==> src/rtl/therm_pkg.sv <==
// Package: shared types and helpers for the thermal sample scheduler.
// Assumes interval values fit in 32 bits.
package therm_pkg;

    // Filter memory state: empty means the next reading loads directly.
    typedef enum logic {
        FS_EMPTY  = 1'b0,
        FS_PRIMED = 1'b1
    } filt_state_e;

    // Limit a requested interval to the legal window [lo, hi].
    function automatic int unsigned clamp_ivl(
        input int unsigned req,
        input int unsigned lo,
        input int unsigned hi
    );
        if (req > hi) begin
            return hi;
        end
        if (req < lo) begin
            return lo;
        end
        return req;
    endfunction

endpackage

==> src/rtl/therm_ivl_timer.sv <==
// Module: interval timer. It counts microsecond ticks and raises a
// one-cycle sample request when the count reaches the active interval.
// The programmed interval is clamped and latched only at a period
// boundary, so a running period is never shortened.
// Assumes IVL_W is wide enough to hold MAX_IVL.
module therm_ivl_timer
    import therm_pkg::*;
#(
    parameter int IVL_W   = 15,
    parameter int DEF_IVL = 82,
    parameter int MIN_IVL = 82,
    parameter int MAX_IVL = 20000
) (
    input  logic             clk,
    input  logic             rst_n,
    input  logic             us_tick,
    input  logic [IVL_W-1:0] ivl_cfg,
    output logic             samp_req,
    output logic [IVL_W-1:0] cnt_o,
    output logic [IVL_W-1:0] ivl_act_o
);

    localparam logic [IVL_W-1:0] ONE     = IVL_W'(1);
    localparam logic [IVL_W-1:0] DEF_VAL = IVL_W'(DEF_IVL);

    logic [IVL_W-1:0] cnt;
    logic [IVL_W-1:0] ivl_act;
    logic [IVL_W-1:0] ivl_next;
    logic             period_end;

    // Clamp the programmed interval into the legal window.
    always_comb begin
        ivl_next = IVL_W'(clamp_ivl(32'(ivl_cfg), MIN_IVL, MAX_IVL));
    end

    // Detect the tick that completes the current period.
    always_comb begin
        period_end = us_tick && (cnt == (ivl_act - ONE));
    end

    // Advance the count, issue the request and reload the interval.
    always_ff @(posedge clk) begin
        if (!rst_n) begin
            cnt      <= '0;
            ivl_act  <= DEF_VAL;
            samp_req <= 1'b0;
        end else begin
            samp_req <= period_end;
            if (period_end) begin
                cnt     <= '0;
                ivl_act <= ivl_next;
            end else if (us_tick) begin
                cnt <= cnt + ONE;
            end
        end
    end

    assign cnt_o     = cnt;
    assign ivl_act_o = ivl_act;

endmodule

==> src/rtl/therm_half_avg.sv <==
// Module: half-weight recursive average with bypass. On each valid
// reading it stores either the raw value or (stored + raw) >> 1,
// computed one bit wider than the data so the sum cannot overflow.
// The filter reloads from the next reading after reset, or after
// filt_en has been low.
// Assumes sens_valid is a single-cycle strobe per reading.
module therm_half_avg
    import therm_pkg::*;
#(
    parameter int TEMP_W = 8
) (
    input  logic              clk,
    input  logic              rst_n,
    input  logic              filt_en,
    input  logic              sens_valid,
    input  logic [TEMP_W-1:0] sens_data,
    output logic [TEMP_W-1:0] temp_out,
    output logic              temp_upd
);

    localparam int SUM_W = TEMP_W + 1;

    filt_state_e       st;
    logic [SUM_W-1:0]  sum;
    logic [TEMP_W-1:0] avg;
    logic [TEMP_W-1:0] nxt;

    // Form the widened sum and drop its fractional bit.
    always_comb begin
        sum = {1'b0, temp_out} + {1'b0, sens_data};
        avg = sum[SUM_W-1:1];
    end

    // Choose between a raw load and the averaged value.
    always_comb begin
        if (!filt_en || (st == FS_EMPTY)) begin
            nxt = sens_data;
        end else begin
            nxt = avg;
        end
    end

    // Update the stored value, the strobe and the filter state.
    always_ff @(posedge clk) begin
        if (!rst_n) begin
            temp_out <= '0;
            temp_upd <= 1'b0;
            st       <= FS_EMPTY;
        end else begin
            temp_upd <= sens_valid;
            if (sens_valid) begin
                temp_out <= nxt;
            end
            if (!filt_en) begin
                st <= FS_EMPTY;
            end else if (sens_valid) begin
                st <= FS_PRIMED;
            end
        end
    end

endmodule

==> src/rtl/therm_sample_sched.sv <==
// Module: top of the thermal sample scheduler. It joins the interval
// timer, which issues sensor requests, to the averaging stage, which
// holds the value the host reads.
// Assumes us_tick and sens_valid are synchronous to clk.
module therm_sample_sched #(
    parameter int TEMP_W  = 8,
    parameter int IVL_W   = 15,
    parameter int DEF_IVL = 82,
    parameter int MIN_IVL = 82,
    parameter int MAX_IVL = 20000
) (
    input  logic              clk,
    input  logic              rst_n,
    input  logic              us_tick,
    input  logic [IVL_W-1:0]  ivl_cfg,
    input  logic              filt_en,
    input  logic              sens_valid,
    input  logic [TEMP_W-1:0] sens_data,
    output logic              samp_req,
    output logic [TEMP_W-1:0] temp_out,
    output logic              temp_upd
);

    logic [IVL_W-1:0] tmr_cnt;
    logic [IVL_W-1:0] ivl_act;

    // Request scheduling.
    therm_ivl_timer #(
        .IVL_W  (IVL_W),
        .DEF_IVL(DEF_IVL),
        .MIN_IVL(MIN_IVL),
        .MAX_IVL(MAX_IVL)
    ) u_timer (
        .clk      (clk),
        .rst_n    (rst_n),
        .us_tick  (us_tick),
        .ivl_cfg  (ivl_cfg),
        .samp_req (samp_req),
        .cnt_o    (tmr_cnt),
        .ivl_act_o(ivl_act)
    );

    // Reading conditioning and holding.
    therm_half_avg #(
        .TEMP_W(TEMP_W)
    ) u_avg (
        .clk       (clk),
        .rst_n     (rst_n),
        .filt_en   (filt_en),
        .sens_valid(sens_valid),
        .sens_data (sens_data),
        .temp_out  (temp_out),
        .temp_upd  (temp_upd)
    );

endmodule

==> config.mk <==
export PLATFORM = sky130hd
export DESIGN_NAME = therm_sample_sched
export DESIGN_NICKNAME = d
export VERILOG_FILES = /design/src/rtl/therm_pkg.sv /design/src/rtl/therm_ivl_timer.sv /design/src/rtl/therm_half_avg.sv /design/src/rtl/therm_sample_sched.sv
export SDC_FILE = /design/constraint.sdc
export NUM_CORES = 1
export LEC_CHECK = 0
export ABC_CLOCK_PERIOD_IN_PS = 3500
export BUFFER_PORTS_ARGS = -buffer_cell sky130_fd_sc_hd__buf_2
export CAP_MARGIN = 20
export CORE_MARGIN = 2
export CORE_UTILIZATION = 28
export CTS_CLUSTER_SIZE = 20
export DETAILED_ROUTE_END_ITERATION = 8
export GPL_TIMING_DRIVEN = 0
export SLEW_MARGIN = 20
export SYNTH_ARGS = -nofsm -noshare
export SYNTH_HDL_FRONTEND = slang
export SYNTH_HIERARCHICAL = 1
export SYNTH_SLANG_ARGS = --single-unit
==> constraint.sdc <==
create_clock -name clk -period 3.5 [get_ports clk]
set_input_delay 0.175 -clock clk [delete_from_list [all_inputs] [get_ports clk]]
set_output_delay 0.175 -clock clk [all_outputs]
set_load 0.01 [all_outputs]
==> results.cfg <==
[die]
die_w_um = 106
die_h_um = 106
coreArea_um2 = 10200
io_pins = 38
rows = 37
dieArea_um2 = 11200
start_util = 0.286

[pwr]
peakVddDrop_v = 0.000141
power.density_nw_per_um2 = 303
power_mw = 1.02
p_leak_nw = 1.33

[clocking]
insertion_delay_ns = 0.29
cts_resized = 0
cts_hold_buf = 0
clk_pin_slew_ns = 0.08
ctsLongestPathBuffers = 2
cts_tree = yes
root_buffer = clkbuf_8
numCtsBuffers = 5
cts_max_level = 2
clock_sinks = 41
post-cts-setup-buffers = 0

[drt]
first_pass_iters = 4
routed_via_density = 5.18
num_vias = 2745
wl_um = 7080
first_iter_violations = 107
postRouteAntennaNets = 0
routedWlPerCell_um = 13.4
drc = 0

[placement]
dp_hpwl_um = 5530
post-place-ws_ns = 0.528
gp_routability_congestion = 0.891
place_inst = 522
port_buffers = 36

[yosys]
yosys_warnings = 6
syn_inst = 350
async_flop_share = 0
synth_compound_area_frac = 0.192
synth.avg_cell_area_um2 = 8.32
ys_seq_area_frac = 0.282
synth_fp_nets = 388
synth_top_family_by_area = simple AND/OR/NAND/NOR gates
synth_edf_count = 0
synth-adder-area-share = 0.0456
synth-simple-area-share = 0.306
synthDistinctLibCells = 73
synth_xor_area_frac = 0.0993
ys_ff_latch = 41
synth.area.mux_share = 0.0241
synth_area_um2 = 2910
synth_top_flop_cell = dfxtp_1

[setup_path]
cp_num_buf_inv = 2
cp-end-kind = flip-flop
slowest_stage = or3b_1
rr_worst_depth = 9
crit_fanout = 10
crit_cells = 9
worstPathCellList = inv_1 -> ha_1 -> or3b_1 -> or3_1 -> and2_2 -> nand4bb_1 -> o31ai_4 -> buf_4 -> nor2_1
cpPeakStageDelay_ns = 0.45
required_ns = 3.69
crit_family = simple AND/OR/NAND/NOR gates
path_class = flip-flop to flip-flop
worst_setup_path_start_kind = flip-flop
worstPathArrival_ns = 3.16

[flow_run]
maxCapViolations = 0

[global_route]
overflow = 0
grt_max_degree = 13
grt_first_pass_wirelength_um = 12300
antenna_found_initial = 0
groute.usage.overall = 0.131
grt_pass1_vias = 2647

[final_layout]
seqCellArea_um2 = 821
multi_input_area_um2 = 1940
area_growth_pct = 16.0
stdcell_count = 530
drive_gt1_frac = 0.180
fin_util = 0.332
nets = 431
num-fill-cells = 1093
antenna_cells = 0

[timing]
fin_crit_sh = 0.851
finalMaxSlewViolations = 0
hold_viol = 0
min_period_ns = 2.98
setup_viol = 0
timing.fmax_ghz = 0.336
rsz0062_at_grt = no
finalWorstSetupSlack_ns = 0.520
finClkSkew_ns = 0.0101
relSlewSlack = 0.522
worst_pin_slew_ns = 0.710
finalSetupTns_ns = 0

[hold_path]
hold_path.class = primary input to flip-flop
min_path_cells = 3

[run_status]
outcome = finished, final reports clean
## final cells by class
type,instances,share of cell area
Clock buffer,7,0.0256
Tap cell,136,0.0504
Multi-Input combinational cell,282,0.574
Timing Repair Buffer,36,0.0534
Clock inverter,1,0.00889
Buffer,19,0.0356
Sequential cell,41,0.243
Inverter,8,0.00889
## worst paths after layout
check	startpoint	end	slack [ns]
max	u_timer/ivl_act_o[0]	u_timer/cnt_o[4]	0.52
min	sens_data[2]	u_avg/temp_out[2]	0.15
max reg2reg	u_timer/ivl_act_o[0]	u_timer/cnt_o[4]	0.52
min reg2reg	u_timer/ivl_act_o[14]	u_timer/ivl_act_o[14]	0.49
## cell usage in the layout, fill, tap and decap left out, types with 7 or more instances in the layout
cell and n:
inv_1 8, xnor2_1 21, o21ai_0 16, clkbuf_1 9, ha_1 9, xor2_1 12
and3_1 7, nand2_1 29, buf_2 40, nand4_1 14, nor2_1 34, nor3_1 9
a21oi_1 15, dfxtp_1 41, mux2i_1 7, nand3_1 9, a31oi_1 8
## logic make-up after synthesis
logic type,count (synthesis)
and+or+nand+nor,153
AOI/OAI and AO/OA,79
DFF,41
xor gates and xnor gates,33
buffers and inverters,27
adders and majority gates,10
muxes,7
## per-layer routing
metal,share of wire,vias up,GRT usage
met4,0.013,0,0.0348
met3,0.048,11,0.0264
met1,0.48,1275,0.170
met2,0.46,72,0.220
met5,0,-,0
li1,-,1387,-
## power breakdown
part | switching (mW) | internal (mW)
Sequential | 0.00968 | 0.476
Combinational | 0.0764 | 0.0618
Clock | 0.164 | 0.233
## Yosys cell counts (6+ instances only)
cell	instances	area share
a211oi_1	6	0.015
a21oi_1	15	0.026
a31oi_1	8	0.017
and3_1	7	0.015
clkbuf_1	8	0.010
dfxtp_1	41	0.28
ha_1	9	0.039
inv_1	8	0.010
mux2i_1	7	0.024
nand2_1	29	0.037
nand3_1	9	0.015
nand4_1	14	0.030
nor2_1	34	0.044
nor3_1	9	0.015
nor4_1	6	0.013
o21ai_0	16	0.028
xnor2_1	21	0.063
xor2_1	12	0.036
## tightest hold or removal path, delay by kind of cell
family / cells / cell delay (ns)
buffers and inverters: 1 / 0.11
and+or+nand+nor: 1 / 0.05
AOI/OAI and AO/OA: 1 / 0.07
## metrics by stage
stage	hold slack, ns	instance area (um^2)
6_report	0.154	3380
5_1_grt	0.162	3380
4_1_cts	0.139	3380
3_5_place_dp	0.456	3260
3_3_place_gp	0.453	3260
2_1_floorplan	0.314	2910
## flip-flops by register name, indices dropped and copies added (netlist names)
name and flops:
u_timer/samp_req 1, u_avg/temp_out 8, u_timer/ivl_act_o 15, u_avg/temp_upd 1
u_avg/st 1, u_timer/cnt_o 15
(Power assumes the default switching activity.)
